### config.mk
export PLATFORM = sky130hd
export DESIGN_NAME = stdp_weight_sweeper
export DESIGN_NICKNAME = d
export VERILOG_FILES = /design/src/rtl/stdp_pkg.sv /design/src/rtl/stdp_age_tracker.sv /design/src/rtl/stdp_exp_rom.sv /design/src/rtl/stdp_step_unit.sv /design/src/rtl/stdp_weight_sweeper.sv
export SDC_FILE = /design/constraint.sdc
export NUM_CORES = 2
export LEC_CHECK = 0
export ABC_CLOCK_PERIOD_IN_PS = 20600
export BUFFER_PORTS_ARGS = -buffer_cell sky130_fd_sc_hd__buf_2
export CAP_MARGIN = 20
export CELL_PAD_IN_SITES_DETAIL_PLACEMENT = 0
export CELL_PAD_IN_SITES_GLOBAL_PLACEMENT = 1
export CORE_ASPECT_RATIO = 0.9
export CORE_MARGIN = 4
export CORE_UTILIZATION = 29
export DETAILED_ROUTE_END_ITERATION = 6
export GPL_ROUTABILITY_DRIVEN = 0
export PLACE_DENSITY = 0.53
export REMOVE_ABC_BUFFERS = 1
export SLEW_MARGIN = 20
export SYNTH_ARGS = -nofsm -noshare
export SYNTH_HDL_FRONTEND = slang
export SYNTH_SLANG_ARGS = --single-unit
### constraint.sdc
create_clock -name clk -period 20.6 [get_ports clk]
set_input_delay 6.18 -clock clk [delete_from_list [all_inputs] [get_ports clk]]
set_output_delay 6.18 -clock clk [all_outputs]
set_load 0.02 [all_outputs]
### src/rtl/stdp_pkg.sv
package stdp_pkg;

    localparam int WB        = 16;
    localparam int LUT_BITS  = 6;
    localparam int LUT_DEPTH = 1 << LUT_BITS;
    localparam int N_BETA    = 4;
    localparam logic [WB-1:0] G_LO = 16'd7;
    localparam logic [WB-1:0] G_HI = 16'hFFFF;
    localparam int ALPHA_UP   = 655;
    localparam int ALPHA_DOWN = 328;

    typedef enum logic [1:0] {
        BETA_1P5 = 2'd0,
        BETA_1P8 = 2'd1,
        BETA_2P0 = 2'd2,
        BETA_2P5 = 2'd3
    } beta_e;

    typedef enum logic {
        ST_IDLE  = 1'b0,
        ST_SWEEP = 1'b1
    } sweep_state_e;

    function automatic real beta_value(input int b);
        case (b)
            0:       return 1.5;
            1:       return 1.8;
            2:       return 2.0;
            default: return 2.5;
        endcase
    endfunction

    // exp(-beta*k/64) scaled to 65535, evaluated by series expansion
    function automatic int exp_entry(input int b, input int k);
        real x;
        real term;
        real acc;
        x    = beta_value(b) * real'(k) / real'(LUT_DEPTH);
        term = 1.0;
        acc  = 1.0;
        for (int n = 1; n < 40; n++) begin
            term = term * (-x) / real'(n);
            acc  = acc + term;
        end
        return int'(acc * 65535.0);
    endfunction

endpackage

### src/rtl/stdp_age_tracker.sv
module stdp_age_tracker #(
    parameter int N_IN = 16,
    parameter int TS_W = 7
) (
    input  logic            clk,
    input  logic            rst_n,
    input  logic            ms_tick,
    input  logic [N_IN-1:0] pre_spike,
    input  logic [TS_W-1:0] window_ms,
    output logic [N_IN-1:0] recent
);
    localparam logic [TS_W-1:0] AGE_STALE = '1;

    logic [TS_W-1:0] age_q [N_IN];

    for (genvar gi = 0; gi < N_IN; gi++) begin : g_in
        always_ff @(posedge clk) begin
            if (!rst_n) begin
                age_q[gi] <= AGE_STALE;
            end else if (pre_spike[gi]) begin
                age_q[gi] <= '0;
            end else if (ms_tick && (age_q[gi] <= window_ms)) begin
                age_q[gi] <= age_q[gi] + 1'b1;
            end
        end

        assign recent[gi] = (age_q[gi] <= window_ms);

        p_age_restart_r2: assert property (@(posedge clk) disable iff (!rst_n)
            pre_spike[gi] |=> (age_q[gi] == '0));

        p_age_hold_r2: assert property (@(posedge clk) disable iff (!rst_n)
            (!pre_spike[gi] && !ms_tick) |=> $stable(age_q[gi]));
    end

endmodule

### src/rtl/stdp_exp_rom.sv
module stdp_exp_rom
    import stdp_pkg::*;
(
    input  logic [1:0]          beta_sel,
    input  logic [LUT_BITS-1:0] idx_up,
    input  logic [LUT_BITS-1:0] idx_down,
    output logic [WB-1:0]       fac_up,
    output logic [WB-1:0]       fac_down
);
    logic [WB-1:0] tab [N_BETA][LUT_DEPTH];

    for (genvar gb = 0; gb < N_BETA; gb++) begin : g_beta
        for (genvar gk = 0; gk < LUT_DEPTH; gk++) begin : g_ent
            localparam logic [WB-1:0] ENTRY = WB'(exp_entry(gb, gk));
            assign tab[gb][gk] = ENTRY;
        end
    end

    assign fac_up   = tab[beta_sel][idx_up];
    assign fac_down = tab[beta_sel][idx_down];

endmodule

### src/rtl/stdp_step_unit.sv
module stdp_step_unit
    import stdp_pkg::*;
(
    input  logic [WB-1:0]       w_in,
    input  logic                potentiate,
    input  logic [WB-1:0]       fac_up,
    input  logic [WB-1:0]       fac_down,
    output logic [LUT_BITS-1:0] idx_up,
    output logic [LUT_BITS-1:0] idx_down,
    output logic [WB-1:0]       w_out
);
    logic [WB-1:0]   dist_lo;
    logic [WB-1:0]   dist_hi;
    logic [2*WB-1:0] prod_up;
    logic [2*WB-1:0] prod_down;
    logic [WB-1:0]   step_up;
    logic [WB-1:0]   step_down;
    logic [WB:0]     sum_up;
    logic [WB:0]     floor_down;

    always_comb begin
        dist_lo  = (w_in > G_LO) ? (w_in - G_LO) : '0;
        dist_hi  = G_HI - w_in;
        idx_up   = dist_lo[WB-1 -: LUT_BITS];
        idx_down = dist_hi[WB-1 -: LUT_BITS];

        prod_up   = (2*WB)'(ALPHA_UP) * {{WB{1'b0}}, fac_up};
        prod_down = (2*WB)'(ALPHA_DOWN) * {{WB{1'b0}}, fac_down};
        step_up   = prod_up[2*WB-1:WB];
        step_down = prod_down[2*WB-1:WB];

        sum_up     = {1'b0, w_in} + {1'b0, step_up};
        floor_down = {1'b0, step_down} + {1'b0, G_LO};

        if (potentiate) begin
            if (sum_up > {1'b0, G_HI}) begin
                w_out = G_HI;
            end else if (sum_up < {1'b0, G_LO}) begin
                w_out = G_LO;
            end else begin
                w_out = sum_up[WB-1:0];
            end
        end else begin
            if ({1'b0, w_in} < floor_down) begin
                w_out = G_LO;
            end else begin
                w_out = w_in - step_down;
            end
        end
    end

endmodule

### src/rtl/stdp_weight_sweeper.sv
module stdp_weight_sweeper
    import stdp_pkg::*;
#(
    parameter int N_IN  = 16,
    parameter int TS_W  = 7,
    localparam int IDX_W = $clog2(N_IN)
) (
    input  logic             clk,
    input  logic             rst_n,
    input  logic             ms_tick,
    input  logic [N_IN-1:0]  pre_spike,
    input  logic             post_spike,
    input  logic             learn_en,
    input  logic [TS_W-1:0]  window_ms,
    input  logic [1:0]       beta_sel,
    input  logic             host_wr,
    input  logic [IDX_W-1:0] host_addr,
    input  logic [15:0]      host_wdata,
    output logic [15:0]      host_rdata,
    output logic             busy
);
    localparam logic [IDX_W-1:0] LAST_IDX = IDX_W'(N_IN - 1);

    sweep_state_e        state_q;
    sweep_state_e        state_d;
    logic [IDX_W-1:0]    idx_q;
    logic [N_IN-1:0]     recent;
    logic [N_IN-1:0]     recent_q;
    logic [WB-1:0]       wmem [N_IN];
    logic                start_sweep;
    logic                sweep_write;
    logic                host_write;
    logic [LUT_BITS-1:0] idx_up;
    logic [LUT_BITS-1:0] idx_down;
    logic [WB-1:0]       fac_up;
    logic [WB-1:0]       fac_down;
    logic [WB-1:0]       w_cur;
    logic [WB-1:0]       w_new;

    stdp_age_tracker #(.N_IN(N_IN), .TS_W(TS_W)) u_age (
        .clk       (clk),
        .rst_n     (rst_n),
        .ms_tick   (ms_tick),
        .pre_spike (pre_spike),
        .window_ms (window_ms),
        .recent    (recent)
    );

    stdp_exp_rom u_rom (
        .beta_sel (beta_sel),
        .idx_up   (idx_up),
        .idx_down (idx_down),
        .fac_up   (fac_up),
        .fac_down (fac_down)
    );

    assign w_cur = wmem[idx_q];

    stdp_step_unit u_step (
        .w_in       (w_cur),
        .potentiate (recent_q[idx_q]),
        .fac_up     (fac_up),
        .fac_down   (fac_down),
        .idx_up     (idx_up),
        .idx_down   (idx_down),
        .w_out      (w_new)
    );

    // next-state logic
    always_comb begin
        state_d = state_q;
        unique case (state_q)
            ST_IDLE: begin
                if (post_spike && learn_en) state_d = ST_SWEEP;
            end
            ST_SWEEP: begin
                if (!learn_en || (idx_q == LAST_IDX)) state_d = ST_IDLE;
            end
        endcase
    end

    // state register
    always_ff @(posedge clk) begin
        if (!rst_n) state_q <= ST_IDLE;
        else        state_q <= state_d;
    end

    // outputs and strobes
    always_comb begin
        busy        = 1'b0;
        start_sweep = 1'b0;
        sweep_write = 1'b0;
        host_write  = 1'b0;
        unique case (state_q)
            ST_IDLE: begin
                start_sweep = post_spike && learn_en;
                host_write  = host_wr;
            end
            ST_SWEEP: begin
                busy        = 1'b1;
                sweep_write = learn_en;
            end
        endcase
    end

    assign host_rdata = wmem[host_addr];

    // sweep index, frozen recency and weight storage
    always_ff @(posedge clk) begin
        if (!rst_n) begin
            idx_q    <= '0;
            recent_q <= '0;
            for (int i = 0; i < N_IN; i++) wmem[i] <= G_LO;
        end else begin
            if (start_sweep) begin
                idx_q    <= '0;
                recent_q <= recent;
            end else if (sweep_write) begin
                idx_q <= idx_q + 1'b1;
            end
            if (sweep_write) begin
                wmem[idx_q] <= w_new;
            end else if (host_write) begin
                wmem[host_addr] <= host_wdata;
            end
        end
    end

    p_sweep_start_r8: assert property (@(posedge clk) disable iff (!rst_n)
        (!busy && post_spike && learn_en) |=> (busy && idx_q == '0));

    p_sweep_end_r8: assert property (@(posedge clk) disable iff (!rst_n)
        (busy && learn_en && idx_q == LAST_IDX) |=> !busy);

    p_sweep_runs_r10: assert property (@(posedge clk) disable iff (!rst_n)
        (busy && learn_en && idx_q != LAST_IDX) |=> (busy && idx_q == $past(idx_q) + 1'b1));

    p_disable_stops_r9: assert property (@(posedge clk) disable iff (!rst_n)
        !learn_en |=> !busy);

    p_direction_r7: assert property (@(posedge clk) disable iff (!rst_n)
        busy |-> (recent_q[idx_q] ? (w_new >= w_cur || w_new == G_LO) : (w_new <= w_cur || w_new == G_LO)));

    p_bounds_r7: assert property (@(posedge clk) disable iff (!rst_n)
        busy |-> (w_new >= G_LO));

endmodule

* Yosys cells after proc, flatten, opt, wreduce, memory -nomap -nowiden *
Memory sizes are Yosys's and may differ from the RTL's. A register that Yosys moved wholly into a read port is not among the register bits.
Cells that the tools add are included.

word-level totals
  register bits = 21
  latch bits = 0
  RAM bits = 368
  memory bits (read-only) = 0
  input port bits = 51
  output and inout bits = 17
  logic and storage cells = 296
  memories kept = 2

memory list
  memory       words  width  rd ports  clocked after Yosys merged registers in  write ports  RTL line                   RTL
  wmem         16     16     2         1                                        16           stdp_weight_sweeper.sv:29  logic [WB-1:0] wmem [N_IN];
  u_age.age_q  16     7      16        0                                        16           stdp_age_tracker.sv:14     logic [TS_W-1:0] age_q [N_IN];

cells by class
  add/sub/neg operators = 22
  multipliers = 2
  divide/modulo/power cells = 0
  order comparisons = 24
  eq/ne operators = 1
  shifts and indexed selects = 0
  multiplexer cells = 183
  bitwise operators = 37
  reduce and logical (&&, ||, !) cells = 22

operator list
  operator                  count
  $bmux W1024 S2            1
  $mux W1024                2
  $mux W7                   32
  $bmux W16 S6              2
  $mux W16                  11
  $mux W1                   129
  $add A7 B1 Y7 const B     16
  $le A7 B7 Y1              16
  $or A1 B1 Y1              32
  $reduce_or A16 Y1         2
  $mul A10 B16 Y26 const A  1
  $mul A6 B16 Y22 const A   1
  $add A16 B10 Y17          1
  $gt A17 B16 Y1 const B    1
  $logic_and A1 B1 Y1       17
  $lt A16 B17 Y1            1
  $lt A17 B3 Y1 const B     1
  $gt A16 B3 Y1 const B     1
  $mux W4                   4
  $sub A16 B16 Y16 const A  1
  $sub A16 B3 Y16 const B   1
  $sub A16 B9 Y16           1
  $ge A7 B7 Y1 const B      2
  $not A6 Y7                2
  other kinds (12)          13

* Longest topological paths before layout *
  depth after elaboration = 15
  gate-level depth with buffers = 57

* Cells and area by module *
From an unflattened synthesis, not the netlist that was laid out.

unflattened totals
  cell total of the unflattened synthesis = 4197
  area total of the unflattened synthesis = 39118.8 µm²

by module, submodules not included
  module               instances  cells each  area each (µm²)
  stdp_weight_sweeper  1          979         14371.3
  stdp_exp_rom         1          1664        10060.9
  stdp_age_tracker     1          815         8388.0
  stdp_step_unit       1          739         6298.5

* Least setup slack after synthesis *
OpenSTA, ideal clock, no wires.

  path kind = input -> register
  start = input beta_sel[1]
  end = memory wmem[1][2] (data pin)
  data arrival time = 16.524 ns
  required time = 20.325 ns
  setup slack = 3.802 ns
  cell stages on the path = 43
  buffers on the path = 6
  cell sequence = clkbuf_1 inv_1 clkbuf_1 clkbuf_1 ha_1 clkbuf_1 clkbuf_1 nand2_1 a311oi_1 a21oi_1 mux4_2 a21oi_1 ha_1 ha_1 fa_1 fa_1 inv_1 fa_1 [... 7 more ...] a21o_1 xor2_1 fa_1 a21o_1 a21oi_1 o21bai_1 a21oi_1 o21bai_1 a21oi_1 o21bai_1 a21oi_1 nand2b_1 a211oi_1 o2111ai_1 o21ai_0 o31ai_1 clkbuf_1 nand3_1

RTL lines
  element          RTL line                   RTL
  start, declared  stdp_weight_sweeper.sv:15  input logic [1:0] beta_sel,
  end, declared    stdp_weight_sweeper.sv:29

==> summary.txt <==
Outcome
  – Status: finished with violations
  – Failing checks: design-rule violations

Finish
  – Layout cells sized above 1: 0.126
  – Final core utilization: 0.320
  – Final Instance Area: 41400 µm²
  – Layout net count: 4456
  – Area Growth Syn to Fin: 9.53%

Clocking
  – Hold_buf cts: 0
  – CTS tree: done
  – Worst-Skew Late Latency: 0.58 ns
  – Clock Path Buffers: 3
  – Root Buffer: clkbuf_16
  – Num CTS Buffers: 42
  – Setup Fix Bufs, Post-CTS: 0
  – H-Tree Depth: 2
  – TritonCTS Sinks: 393
  – PostCTS Resize Cnt: 0
  – Clock transition at the registers of the reported paths: ~0.06 ns

Logic synthesis
  – Synth area leaders: edfxtp_1 (29%), ha_1 (11%), mux4_2 (9.7%)
  – Yosys top cell by area: edfxtp_1
  – Synth Instances: 4118
  – Distinct cells, synth: 101
  – Synthesis Warnings: 0
  – Top_reg_cell synth: edfxtp_1
  – Seq/Total Area, Yosys: 0.305
  – Top cells by count, synth: nor2_1 (485), edfxtp_1 (368), o21ai_0 (339)
  – Number of flops mapped to enable cells by yosys: 368
  – Cell with the most instances after synthesis: nor2_1
  – Yosys reg bits: 393
  – Post-Synthesis Cell Area: 37800 µm²
  – Asr flop ratio synth: 0
  – Top-area cell type share of the netlist area: 0.292
  – Avg Cell Area, Syn: 9.18 µm²

GRT
  – Number of global-route vias before repair: 34301
  – All-Layer GR Usage: 0.235
  – Global-route wire length before repair: 242000 µm
  – GRT overflow: 0
  – Antenna violations before repair: 4
  – Pin count of the biggest net entering global routing: 71

Route
  – DR vias: 35393
  – DRT Pass-1 Iters: 7
  – DR WL/cell: approximately 29 µm
  – Iter 0 DRT Violations: 4162
  – Vias per inst: approximately 6
  – Final ANT Viol Nets: 0
  – Final Routed Wirelength: 166000 µm
  – # DRC: 2

Setup path
  – Setup CP Type: in2reg
  – Crit path arrival time: 18.04 ns
  – CP most frequent cell: a21oi_1
  – R2R Setup Slk: 5.10 ns
  – Startpoint Class: primary input
  – Critical path's slowest cell: o31ai_4
  – Critical Path RT: roughly 21 ns
  – Slowest stage delay, CP: 0.66 ns
  – Critical-path maximum fanout: 27
  – Crit. End Element: flip-flop

Die
  – Full die area: ~140000 µm²
  – Starting Density: 0.292
  – Placeable Area: around 130000 µm²
  – Die height: ~350 µm
  – Die width: 389 µm
  – Top Ports: between 60 and 70
  – # rows: roughly 130

STA
  – Worst hold slack: 0.474 ns
  – Tightest Pin Transition: 1.16 ns
  – Final setup viols: 0
  – Max Fclk: 56.4 MHz
  – Minimum clock period: between 15 and 20 ns
  – Fin. max-slew vios: 0
  – Hold Fails Final Rpt: 0
  – RSZ-0062 raised after global routing: no
  – Setup TNS: 0 ns
  – Slew headroom: 0.226
  – Clk_skew: 0.0439 ns
  – Tcrit/Tclk final: 0.861

Placement
  – Post-DP Area: 40000 µm²
  – Detailed placement HPWL: 113000 µm
  – IO Port Bufs: 67

Hold path
  – HP Class: reg2reg

Run
  – # Max-Cap Violations: 0
layer usage:
layer	GRT usage	share of wire	up-vias
li1	-	-	15498
met1	0.327	0.43	17540
met2	0.363	0.43	1946
met3	0.0488	0.093	407
met4	0.0816	0.039	2
met5	0	0.000078	-
critical path: cells and delay by family:
kind	cells	cell delay (ns)
AOI/OAI and AO/OA	21	5.69
xor gates and xnor gates	1	0.17
adders and majority gates	8	3.44
buffers and inverters	5	1.16
muxes	1	0.39
and+or+nand+nor	7	0.96
state kept, by name, indices dropped and copies added, names as in the netlist, named ones only:
signal / flops
recent_q: 16
state_q: 1
u_age.age_q: 112
wmem: 256
idx_q: 4
through the flow:
stage               setup slack [ns]  std cells
floorplan                       2.35       3784
global placement                2.30       5695
CTS                             3.09       5774
detailed placement              2.45       5697
global route                    2.28       5774
finish                          2.86       5777
worst paths after layout:
| kind | from | endpoint | cells past startpoint |
|---|---|---|---|
| worst min register to register | recent_q[6] | recent_q[6] | 1 |
| worst max register to register | flip-flop | wmem[12][2] | 46 |
| worst max-delay path | beta_sel[1] | wmem[12][2] | 43 |
| worst min-delay path | recent_q[6] | recent_q[6] | 1 |
area by class of cell:
| cell class | count | area (µm²) |
|---|---|---|
| clock inverter | 23 | 205 |
| antenna | 3 | 7.51 |
| timing repair buffer | 199 | 1340 |
| tap | 1714 | 2140 |
| sequential | 393 | 11600 |
| inverter | 163 | 614 |
| clock buffer | 54 | 1160 |
| multi-input combinational | 3228 | 24400 |
| fill | 13534 | 87900 |
cells in the final DEF, fill, tap and decap left out, types with 132 or more instances in the layout:
master	n
nand3_1	170
mux4_2	162
o21ai_0	338
edfxtp_1	368
nor2_1	481
ha_1	315
buf_4	132
inv_1	160
a21oi_1	285
nand2_1	291
logic make-up (layout without fill, tap and decap cells):
logic type                 count (synthesis)  after routing  share of synthesized area
AOI/OAI and AO/OA                       1255           1255                      0.213
adders and majority gates                378            378                      0.137
and+or+nand+nor                         1268           1268                      0.154
other                                      0              3                          0
muxes                                    197            197                      0.107
DFF                                      393            393                      0.305
buffers and inverters                    497            439                     0.0532
xor gates and xnor gates                 130            130                     0.0303
Power is not shown: default switching activity piles up to over one toggle a cycle in this logic, so the estimate is an artifact.
